File: config.mk
export PLATFORM = sky130hd
export DESIGN_NAME = prog_tap
export DESIGN_NICKNAME = d
export VERILOG_FILES = /design/src/rtl/prog_tap_pkg.sv /design/src/rtl/tap_fsm.sv /design/src/rtl/tap_ir.sv /design/src/rtl/tap_dr.sv /design/src/rtl/prog_tap.sv
export SDC_FILE = /design/constraint.sdc
export NUM_CORES = 1
export LEC_CHECK = 0
export ABC_CLOCK_PERIOD_IN_PS = 6800
export BUFFER_PORTS_ARGS = -buffer_cell sky130_fd_sc_hd__buf_2
export CAP_MARGIN = 20
export CORE_ASPECT_RATIO = 0.9
export CORE_MARGIN = 5
export CORE_UTILIZATION = 32
export DETAILED_ROUTE_END_ITERATION = 10
export PLACE_DENSITY_LB_ADDON = 0.08
export SLEW_MARGIN = 20
export SYNTH_ARGS = -nofsm -noshare
export SYNTH_HDL_FRONTEND = slang
export SYNTH_SLANG_ARGS = --single-unit
File: constraint.sdc
create_clock -name tck_i -period 6.8 [get_ports tck_i]
set_input_delay 1.7 -clock tck_i [delete_from_list [all_inputs] [get_ports tck_i]]
set_output_delay 1.7 -clock tck_i [all_outputs]
set_load 0.05 [all_outputs]
File: src/rtl/prog_tap_pkg.sv
package prog_tap_pkg;
  localparam int IR_W = 8;

  typedef enum logic [3:0] {
    S_TLR, S_RTI, S_SEL_DR, S_CAP_DR, S_SH_DR, S_EX1_DR, S_PAU_DR, S_EX2_DR,
    S_UPD_DR, S_SEL_IR, S_CAP_IR, S_SH_IR, S_EX1_IR, S_PAU_IR, S_EX2_IR, S_UPD_IR
  } tap_state_e;

  typedef enum logic [2:0] {DR_BYP, DR_ID, DR_ADDR, DR_DATA, DR_STAT} dr_sel_e;

  localparam logic [IR_W-1:0] OP_EXTEST = 8'h00;
  localparam logic [IR_W-1:0] OP_SAMPLE = 8'h01;
  localparam logic [IR_W-1:0] OP_CLAMP  = 8'h02;
  localparam logic [IR_W-1:0] OP_HIGHZ  = 8'h03;
  localparam logic [IR_W-1:0] OP_IDCODE = 8'h10;
  localparam logic [IR_W-1:0] OP_ADDR   = 8'h11;
  localparam logic [IR_W-1:0] OP_DATA   = 8'h12;
  localparam logic [IR_W-1:0] OP_PROG   = 8'h13;
  localparam logic [IR_W-1:0] OP_READ   = 8'h14;
  localparam logic [IR_W-1:0] OP_STAT   = 8'h15;
  localparam logic [IR_W-1:0] OP_BYPASS = 8'hFF;

  // boundary-scan and unknown opcodes fall to bypass
  function automatic dr_sel_e dr_decode(logic [IR_W-1:0] op);
    case (op)
      OP_IDCODE:        return DR_ID;
      OP_ADDR:          return DR_ADDR;
      OP_DATA, OP_READ: return DR_DATA;
      OP_STAT:          return DR_STAT;
      default:          return DR_BYP;
    endcase
  endfunction

  function automatic tap_state_e tap_next(tap_state_e s, logic tms);
    case (s)
      S_TLR:    return tms ? S_TLR    : S_RTI;
      S_RTI:    return tms ? S_SEL_DR : S_RTI;
      S_SEL_DR: return tms ? S_SEL_IR : S_CAP_DR;
      S_CAP_DR: return tms ? S_EX1_DR : S_SH_DR;
      S_SH_DR:  return tms ? S_EX1_DR : S_SH_DR;
      S_EX1_DR: return tms ? S_UPD_DR : S_PAU_DR;
      S_PAU_DR: return tms ? S_EX2_DR : S_PAU_DR;
      S_EX2_DR: return tms ? S_UPD_DR : S_SH_DR;
      S_UPD_DR: return tms ? S_SEL_DR : S_RTI;
      S_SEL_IR: return tms ? S_TLR    : S_CAP_IR;
      S_CAP_IR: return tms ? S_EX1_IR : S_SH_IR;
      S_SH_IR:  return tms ? S_EX1_IR : S_SH_IR;
      S_EX1_IR: return tms ? S_UPD_IR : S_PAU_IR;
      S_PAU_IR: return tms ? S_EX2_IR : S_PAU_IR;
      S_EX2_IR: return tms ? S_UPD_IR : S_SH_IR;
      S_UPD_IR: return tms ? S_SEL_DR : S_RTI;
      default:  return S_TLR;
    endcase
  endfunction
endpackage

File: src/rtl/tap_fsm.sv
module tap_fsm
  import prog_tap_pkg::*;
(
  input  logic       tck_i,
  input  logic       rst_ni,
  input  logic       tms_i,
  output tap_state_e state_o
);
  tap_state_e state_q;

  always_ff @(posedge tck_i or negedge rst_ni) begin
    if (!rst_ni) state_q <= S_TLR;
    else         state_q <= tap_next(state_q, tms_i);
  end

  assign state_o = state_q;

  // run of high mode samples, saturating at 5
  logic [2:0] ones_q;
  always_ff @(posedge tck_i or negedge rst_ni) begin
    if (!rst_ni)    ones_q <= '0;
    else if (!tms_i) ones_q <= '0;
    else if (ones_q != 3'd5) ones_q <= ones_q + 3'd1;
  end

  p_five_ones_reset_r2: assert property (@(posedge tck_i) disable iff (!rst_ni)
    ones_q == 3'd5 |-> state_q == S_TLR);
endmodule

File: src/rtl/tap_ir.sv
module tap_ir
  import prog_tap_pkg::*;
(
  input  logic            tck_i,
  input  logic            rst_ni,
  input  tap_state_e      state_i,
  input  logic            tdi_i,
  output logic [IR_W-1:0] ir_o,
  output logic [IR_W-1:0] ir_sr_o
);
  logic [IR_W-1:0] ir_q, sr_q;

  always_ff @(posedge tck_i or negedge rst_ni) begin
    if (!rst_ni) begin
      ir_q <= OP_IDCODE;
      sr_q <= '0;
    end else begin
      case (state_i)
        S_TLR:    ir_q <= OP_IDCODE;
        S_CAP_IR: sr_q <= {{(IR_W-2){1'b0}}, 2'b01};
        S_SH_IR:  sr_q <= {tdi_i, sr_q[IR_W-1:1]};
        S_UPD_IR: ir_q <= sr_q;
        default: ;
      endcase
    end
  end

  assign ir_o    = ir_q;
  assign ir_sr_o = sr_q;

  p_tlr_idcode_r1: assert property (@(posedge tck_i) disable iff (!rst_ni)
    state_i == S_TLR |=> ir_q == OP_IDCODE);
  p_ir_capture_r3: assert property (@(posedge tck_i) disable iff (!rst_ni)
    state_i == S_CAP_IR |=> sr_q[1:0] == 2'b01);
endmodule

File: src/rtl/tap_dr.sv
module tap_dr
  import prog_tap_pkg::*;
#(
  parameter int          ADDR_W = 8,
  parameter int          DATA_W = 16,
  parameter int          CMP_N  = 6,
  parameter logic [31:0] IDCODE = 32'h0B5A_7013
) (
  input  logic              tck_i,
  input  logic              rst_ni,
  input  tap_state_e        state_i,
  input  logic [IR_W-1:0]   ir_i,
  input  logic              tdi_i,
  input  logic [CMP_N-1:0]  cmp_i,
  input  logic [DATA_W-1:0] rd_data_i,
  output logic [ADDR_W-1:0] addr_o,
  output logic [DATA_W-1:0] data_o,
  output logic              tdo_o
);
  localparam int ID_W = 32;

  dr_sel_e           sel;
  logic              byp_q;
  logic [ID_W-1:0]   id_sr;
  logic [ADDR_W-1:0] addr_sr, addr_q;
  logic [DATA_W-1:0] data_sr, data_q;
  logic [CMP_N-1:0]  stat_sr;

  assign sel = dr_decode(ir_i);

  always_ff @(posedge tck_i or negedge rst_ni) begin
    if (!rst_ni) begin
      byp_q   <= 1'b0;
      id_sr   <= '0;
      addr_sr <= '0;
      addr_q  <= '0;
      data_sr <= '0;
      data_q  <= '0;
      stat_sr <= '0;
    end else begin
      case (state_i)
        S_CAP_DR: begin
          case (sel)
            DR_BYP:  byp_q   <= 1'b0;
            DR_ID:   id_sr   <= IDCODE;
            DR_ADDR: addr_sr <= addr_q;
            DR_DATA: data_sr <= (ir_i == OP_READ) ? rd_data_i : data_q;
            DR_STAT: stat_sr <= cmp_i;
            default: ;
          endcase
        end
        S_SH_DR: begin
          case (sel)
            DR_BYP:  byp_q   <= tdi_i;
            DR_ID:   id_sr   <= {tdi_i, id_sr[ID_W-1:1]};
            DR_ADDR: addr_sr <= {tdi_i, addr_sr[ADDR_W-1:1]};
            DR_DATA: data_sr <= {tdi_i, data_sr[DATA_W-1:1]};
            DR_STAT: stat_sr <= {tdi_i, stat_sr[CMP_N-1:1]};
            default: ;
          endcase
        end
        S_UPD_DR: begin
          if (ir_i == OP_ADDR) addr_q <= addr_sr;
          if (ir_i == OP_DATA) data_q <= data_sr;
        end
        default: ;
      endcase
    end
  end

  always_comb begin
    case (sel)
      DR_ID:   tdo_o = id_sr[0];
      DR_ADDR: tdo_o = addr_sr[0];
      DR_DATA: tdo_o = data_sr[0];
      DR_STAT: tdo_o = stat_sr[0];
      default: tdo_o = byp_q;
    endcase
  end

  assign addr_o = addr_q;
  assign data_o = data_q;

  p_bypass_zero_r4: assert property (@(posedge tck_i) disable iff (!rst_ni)
    (state_i == S_CAP_DR && sel == DR_BYP) |=> byp_q == 1'b0);
  p_status_capture_r7: assert property (@(posedge tck_i) disable iff (!rst_ni)
    (state_i == S_CAP_DR && sel == DR_STAT) |=> stat_sr == $past(cmp_i));
  p_read_keeps_data_r10: assert property (@(posedge tck_i) disable iff (!rst_ni)
    (state_i == S_UPD_DR && ir_i == OP_READ) |=> $stable(data_q));
endmodule

File: src/rtl/prog_tap.sv
module prog_tap
  import prog_tap_pkg::*;
#(
  parameter int          ADDR_W = 8,
  parameter int          DATA_W = 16,
  parameter int          CMP_N  = 6,
  parameter logic [31:0] IDCODE = 32'h0B5A_7013
) (
  input  logic              tck_i,
  input  logic              rst_ni,
  input  logic              tms_i,
  input  logic              tdi_i,
  input  logic [CMP_N-1:0]  cmp_i,
  input  logic [DATA_W-1:0] rd_data_i,
  output logic              tdo_o,
  output logic              tdo_en_o,
  output logic              prog_strobe_o,
  output logic [ADDR_W-1:0] prog_addr_o,
  output logic [DATA_W-1:0] prog_data_o
);
  tap_state_e      state;
  logic [IR_W-1:0] ir, ir_sr;
  logic            dr_tdo;

  tap_fsm u_fsm (
    .tck_i   (tck_i),
    .rst_ni  (rst_ni),
    .tms_i   (tms_i),
    .state_o (state)
  );

  tap_ir u_ir (
    .tck_i   (tck_i),
    .rst_ni  (rst_ni),
    .state_i (state),
    .tdi_i   (tdi_i),
    .ir_o    (ir),
    .ir_sr_o (ir_sr)
  );

  tap_dr #(
    .ADDR_W (ADDR_W),
    .DATA_W (DATA_W),
    .CMP_N  (CMP_N),
    .IDCODE (IDCODE)
  ) u_dr (
    .tck_i     (tck_i),
    .rst_ni    (rst_ni),
    .state_i   (state),
    .ir_i      (ir),
    .tdi_i     (tdi_i),
    .cmp_i     (cmp_i),
    .rd_data_i (rd_data_i),
    .addr_o    (prog_addr_o),
    .data_o    (prog_data_o),
    .tdo_o     (dr_tdo)
  );

  // Update-IR uses the opcode being loaded in the same edge
  logic strobe_q;
  always_ff @(posedge tck_i or negedge rst_ni) begin
    if (!rst_ni) strobe_q <= 1'b0;
    else strobe_q <= !tms_i &&
                     ((state == S_UPD_IR && ir_sr == OP_PROG) ||
                      (state == S_UPD_DR && ir    == OP_PROG));
  end
  assign prog_strobe_o = strobe_q;

  logic tdo_q, en_q;
  always_ff @(negedge tck_i or negedge rst_ni) begin
    if (!rst_ni) begin
      tdo_q <= 1'b0;
      en_q  <= 1'b0;
    end else begin
      en_q  <= (state == S_SH_IR) || (state == S_SH_DR);
      tdo_q <= (state == S_SH_IR) ? ir_sr[0] :
               (state == S_SH_DR) ? dr_tdo   : 1'b0;
    end
  end
  assign tdo_o    = tdo_q;
  assign tdo_en_o = en_q;

  p_tdo_en_shift_r11: assert property (@(posedge tck_i) disable iff (!rst_ni)
    tdo_en_o == (state == S_SH_IR || state == S_SH_DR));
  p_strobe_single_r9: assert property (@(posedge tck_i) disable iff (!rst_ni)
    prog_strobe_o |=> !prog_strobe_o);
  p_strobe_in_idle_r9: assert property (@(posedge tck_i) disable iff (!rst_ni)
    prog_strobe_o |-> state == S_RTI);
endmodule

==> results of run 1 <==
==> per-stage QoR <==
step,std cells,hold WS [ns]
3_5_place_dp,684,0.481
2_1_floorplan,460,0.460
3_3_place_gp,684,0.472
4_1_cts,700,0.495
5_1_grt,700,0.512
6_report,700,0.489
==> cell usage after synthesis (2+ instances only) <==
cell type | n | area share
o41ai_1 | 16 | 0.028
o21ai_0 | 39 | 0.040
o31ai_1 | 3 | 0.0046
xor2_1 | 2 | 0.0036
clkbuf_1 | 26 | 0.020
a31oi_1 | 6 | 0.0076
nand2_1 | 34 | 0.026
mux2_1 | 3 | 0.0069
mux2i_1 | 8 | 0.016
nand3_1 | 8 | 0.0081
nand4_1 | 4 | 0.0051
nor2b_1 | 3 | 0.0038
nor2_1 | 37 | 0.028
mux2_2 | 21 | 0.048
nor3_1 | 34 | 0.035
a21oi_1 | 18 | 0.018
inv_1 | 8 | 0.0061
o22ai_1 | 9 | 0.011
buf_2 | 8 | 0.0081
a22o_1 | 19 | 0.034
dfrtp_1 | 107 | 0.54
o22a_1 | 13 | 0.023
and3_1 | 3 | 0.0038
or4b_1 | 2 | 0.0041
dfrtn_1 | 2 | 0.010
==> logic make-up (layout without fill, tap and decap cells) <==
kind of cell,Yosys count,in the layout
flops,110,110
compound gates,135,135
xor+xnor,2,2
mux,32,32
simple gates,139,139
buf+inv,42,80
==> worst max-delay path by stage <==
stage                        start        to  slack, ns  cells past startpoint
after floorplan           tdo_en_o  tdo_en_o       1.05                      0
after global placement    tdo_en_o  tdo_en_o       1.07                      1
after detailed placement  tdo_en_o  tdo_en_o       1.08                      1
after CTS                 tdo_en_o  tdo_en_o       0.69                      1
after global routing         tdo_o     tdo_o       0.68                      1
final                     tdo_en_o  tdo_en_o       0.71                      1
==> routing by layer <==
layer,up-vias,share of wire,global-route usage
li1,1772,-,-
met1,1872,0.50,0.189
met2,58,0.46,0.213
met3,8,0.037,0.0356
met4,0,0.011,0.0450
met5,-,0,0
==> flip-flops by register name (all words and copies together), names as in the netlist, 4 cells and up <==
signal,cells
u_dr.data_sr,16
u_dr.addr_sr,8
u_ir.ir_sr_o,8
u_dr.id_sr,32
u_ir.ir_o,8
u_dr.data_o,16
u_dr.stat_sr,6
u_dr.addr_o,8
u_fsm.state_o,4
==> power by group <==
group | switching, mW | internal [mW]
combinational | 0.602 | 0.369
clock | 0.235 | 0.306
sequential | 0.240 | 0.888
==> area by class of cell <==
type | count | area [µm²] | area share
timing repair buffer | 56 | 293 | 0.0519
inverter | 8 | 30.0 | 0.00532
multi-input combinational | 308 | 2010 | 0.355
tap | 202 | 253 | 0.0448
clock inverter | 5 | 56.3 | 0.00998
sequential | 110 | 2750 | 0.488
clock buffer | 11 | 253 | 0.0448
==> results.sh, run 1 <==
export IMPL_synth_seq_cells=110
export IMPL_root_buffer="clkbuf_16"
export IMPL_rrSetupSlack_ns=1.56
export IMPL_design_core_area_mm2=0.0153
export IMPL_dieArea_mm2=0.0180
export IMPL_async_flop_share=1.00
export IMPL_reg2reg_from="u_ir.ir_o[4]"
export IMPL_p_leak_nw=2.49
export IMPL_critPathLaunchType="flip-flop"
export IMPL_cts_clk_slew_worst_paths_ns=0.07
export IMPL_layout_commonest_cell="dfrtp_1"
export IMPL_synth_edf_count=0
export IMPL_synth_compound_area_frac=0.190
export IMPL_fillCellCount=1552
export IMPL_track_usage=0.138
export IMPL_ir_drop_mv=0.187
export IMPL_cp_arrival_ns=4.39
export IMPL_vias=3710
export IMPL_cts_hold_buf=0
export IMPL_ys_seq_area_frac=0.560
export IMPL_grt_pass1_vias=3717
export IMPL_avgSynthCellArea_um2=10.7
export IMPL_nNetsFinal=519
export IMPL_clkSinkCount=110
export IMPL_routabilityCongestion=0.770
export IMPL_setup_tns_ns=0
export IMPL_fin_worst_skew_ns=0.00973
export IMPL_synth_top_family_by_area="compound AO/OA/AOI/OAI gates"
export IMPL_final_cell_mix="dfrtp_1, buf_2, o21ai_0"
export IMPL_synthCells=460
export IMPL_drive_above_1_share=0.207
export IMPL_route_detailed_wl_per_inst_um=16.9
export IMPL_num_antenna_cells=0
export IMPL_die_h_um=128
export IMPL_setup_ws_ns=0.710
export IMPL_synth_ff_type="dfrtp_1"
export IMPL_syn_nets=486
export IMPL_worstPathCellList="buf_2"
export IMPL_clockBufferDepth=2
export IMPL_pre_cts_ws_ns=1.08
export IMPL_relSlewSlack=0.336
export IMPL_ant_nets=0
export IMPL_synth_xor_xnor_area_share=0.00356
export IMPL_slowest_delay_ns=0.39
export IMPL_die_w_um=141
export IMPL_io_pins=53
export IMPL_hold_class="flip-flop to flip-flop"
export IMPL_reg2reg_depth=4
export IMPL_path_buf_inv=1
export IMPL_worst_slew_pin_slew_ns=0.994
export IMPL_crit_slowest_cell="dfrtn_1"
export IMPL_clk_latency_ns=0.35
export IMPL_min_delay_path_depth=1
export IMPL_drv_slew=0
export IMPL_grt_pass1_wl_um=19900
export IMPL_crit_required_ns=5.10
export IMPL_areaGrowthSynthToFinish_pct=14.7
export IMPL_total_power_mw=2.64
export IMPL_critPathKind="flip-flop to primary output"
export IMPL_io_buffers=52
export IMPL_rr_endpoint="tdo_o"
export IMPL_post_cts_resized=0
export IMPL_viasPerCell=5.30
export IMPL_yosysWarnings=0
export IMPL_cp_max_fo=1
export IMPL_post_cts_setup_buffers=0
export IMPL_synth_simple_area_share=0.142
export IMPL_cts_tree="yes"
export IMPL_place_area_mm2=0.00534
export IMPL_antenna_found_initial=0
export IMPL_worstHoldStart="u_dr.id_sr[5]"
export IMPL_dr_pass1_iters=4
export IMPL_yosysUniqueCellTypes=52
export IMPL_status="complete, no violations"
export IMPL_dp_hpwl_um=7610
export IMPL_htree_levels=3
export IMPL_initial_core_util=0.322
export IMPL_synth_mux_area_frac=0.0712
export IMPL_drv_cap=0
export IMPL_drt_iter0_markers=174
export IMPL_cts_buffers=9
export IMPL_route_final_wire_length_um=11900
export IMPL_setup_violations=0
export IMPL_rsz0062_at_grt="false"
export IMPL_p_per_area_mw_per_mm2=468
export IMPL_fin_area_mm2=0.00564
export IMPL_synth_fa_ha_area_frac=0
export IMPL_grt_ovfl_total=0
export IMPL_synth_cell_area_mm2=0.00492
export IMPL_row_count=43
export IMPL_final_util=0.369
export IMPL_critical_path_endpoint_type="primary output"
export IMPL_min_to="u_dr.id_sr[4]"
export IMPL_timing_final_hold_violations=0
export IMPL_grt_max_degree=55
export IMPL_drc=0
export IMPL_critical_path_top_delay_family="flip-flops"
Power figures use the tool's default switching activity.
==> run 2: changes to the inputs <==
--- a/config.mk
+++ b/config.mk
@@ -12,7 +12,7 @@
 export CORE_MARGIN = 5
 export CORE_UTILIZATION = 32
 export DETAILED_ROUTE_END_ITERATION = 10
-export PLACE_DENSITY_LB_ADDON = 0.08
+export PLACE_DENSITY = 0.45
 export SLEW_MARGIN = 20
 export SYNTH_ARGS = -nofsm -noshare
 export SYNTH_HDL_FRONTEND = slang
==> run 2 against run 1 <==
Compared with the run above: global-route usage fell by 0.13 points; cell area fell by 0.66%; non-clock buffer count did not move; first-iteration DRC count rose by 74%; sequential power barely moved; count of clock-buffer cells in the layout fell by 2; routed wire length fell by 0.63%; clock skew fell by 0.0025 ns; worst hold slack got worse by 0.0012 ns; flip-flop and latch count did not move.
==> results.sh, run 2 (same netlist as run 1, synthesis figures left out) <==
export IMPL_status="complete, no violations"
export IMPL_critPathLaunchType="flip-flop"
export IMPL_grt_max_degree=57
export IMPL_grt_pass1_vias=3626
export IMPL_cp_max_fo=1
export IMPL_drive_above_1_share=0.205
export IMPL_ant_nets=0
export IMPL_rsz0062_at_grt="false"
export IMPL_relSlewSlack=0.318
export IMPL_p_per_area_mw_per_mm2=462
export IMPL_cp_arrival_ns=4.39
export IMPL_path_buf_inv=1
export IMPL_crit_required_ns=5.10
export IMPL_die_w_um=141
export IMPL_fin_worst_skew_ns=0.00720
export IMPL_hold_class="flip-flop to flip-flop"
export IMPL_grt_pass1_wl_um=19800
export IMPL_drv_cap=0
export IMPL_cts_clk_slew_worst_paths_ns=0.07
export IMPL_p_seq_frac=0.435
export IMPL_drc=0
export IMPL_dr_pass1_iters=4
export IMPL_p_leak_nw=2.47
export IMPL_pwr_share_clk=0.191
export IMPL_worstPathCellList="buf_2"
export IMPL_grt_ovfl_total=0
export IMPL_clk_latency_ns=0.35
export IMPL_initial_core_util=0.322
export IMPL_htree_levels=3
export IMPL_design_core_area_mm2=0.0153
export IMPL_root_buffer="clkbuf_16"
export IMPL_slowest_delay_ns=0.39
export IMPL_viasPerCell=5.32
export IMPL_drv_slew=0
export IMPL_hold_slack_ns=0.488
export IMPL_areaGrowthSynthToFinish_pct=13.9
export IMPL_row_count=43
export IMPL_setup_violations=0
export IMPL_setup_tns_ns=0
export IMPL_clockBufferDepth=2
export IMPL_num_antenna_cells=0
export IMPL_drt_iter0_markers=302
export IMPL_crit_slowest_cell="dfrtn_1"
export IMPL_cts_tree="yes"
export IMPL_route_detailed_wl_per_inst_um=16.8
export IMPL_internal_power_mw=1.51
export IMPL_clkSinkCount=110
export IMPL_layout_commonest_cell="dfrtp_1"
export IMPL_critical_path_endpoint_type="primary output"
export IMPL_routabilityCongestion=0.755
export IMPL_setup_ws_ns=0.707
export IMPL_largest_reg_flops=32
export IMPL_p_comb_frac=0.374
export IMPL_io_buffers=52
export IMPL_final_cell_mix="dfrtp_1, buf_2, o21ai_0"
export IMPL_track_usage=0.136
export IMPL_dp_hpwl_um=7430
export IMPL_pre_cts_ws_ns=1.07
export IMPL_dieArea_mm2=0.0180
export IMPL_critPathKind="flip-flop to primary output"
export IMPL_switching_power_mw=1.08
export IMPL_post_cts_setup_buffers=0
export IMPL_regMostFlops="u_dr.id_sr"
export IMPL_swShare=0.418
export IMPL_die_h_um=128
export IMPL_nNetsFinal=519
export IMPL_cts_buffers=9
export IMPL_io_pins=53
export IMPL_post_cts_resized=0
export IMPL_worst_slew_pin_slew_ns=1.02
export IMPL_vias=3719
export IMPL_timing_final_hold_violations=0
export IMPL_cts_hold_buf=0
export IMPL_antenna_found_initial=0
export IMPL_route_final_wire_length_um=11800
export IMPL_critical_path_top_delay_family="flip-flops"
export IMPL_ir_drop_mv=0.160
run 2: changes by cell type in the layout (fill, tap and decap cells not counted):
cell / delta
clkinvlp_4: +1
bufinv_16: -1
clkbuf_8: -2
clkinv_2: -1
inv_6: +1
clkinv_4: +1
run 2: through the flow:
step                total power [mW]  cell area, µm²   util  instances
floorplan                       1.86            4920      -        460
global placement                2.10            5340  0.349        684
detailed placement              2.12            5340  0.349        684
CTS                             2.63            5610  0.367        699
global route                    2.80            5610  0.367        699
finish                          2.59            5610  0.367        699
run 2: routing by layer:
metal	up-vias	GRT usage	part of all wire
li1	1775	-	-
met1	1861	0.198	0.49
met2	76	0.201	0.46
met3	7	0.0408	0.046
met4	0	0.0313	0.0065
met5	-	0	0
run 2: area by class of cell:
type	instances	area, µm²
clock buffer	9	225
clock inverter	6	46.3
fill	1567	9670
inverter	8	30.0
multi-input combinational	308	2010
sequential	110	2750
tap	202	253
timing repair buffer	56	293
run 2: path summary, 6_finish.rpt:
check	startpoint	to	slack, ns	depth (start not counted)
max	tdo_en_o	tdo_en_o	0.71	1
min	u_dr.id_sr[26]	u_dr.id_sr[25]	0.49	1
max reg2reg	u_ir.ir_o[4]	tdo_o	1.58	4
min reg2reg	u_dr.id_sr[26]	u_dr.id_sr[25]	0.49	1
max in group asynchronous	rst_ni	tdo_en_o	2.09	1
min in group asynchronous	rst_ni	u_dr.data_o[8]	1.20	1
run 2: power by group through the flow:
| stage | clock network [mW] | logic, mW | registers [mW] |
|---|---|---|---|
| after global routing | 0.543 | 1.08 | 1.17 |
| final | 0.495 | 0.967 | 1.13 |
| after detailed placement | 0 | 0.979 | 1.14 |
| after floorplan | 0 | 0.682 | 1.17 |
| after CTS | 0.518 | 0.983 | 1.13 |
| after global placement | 0 | 0.972 | 1.13 |
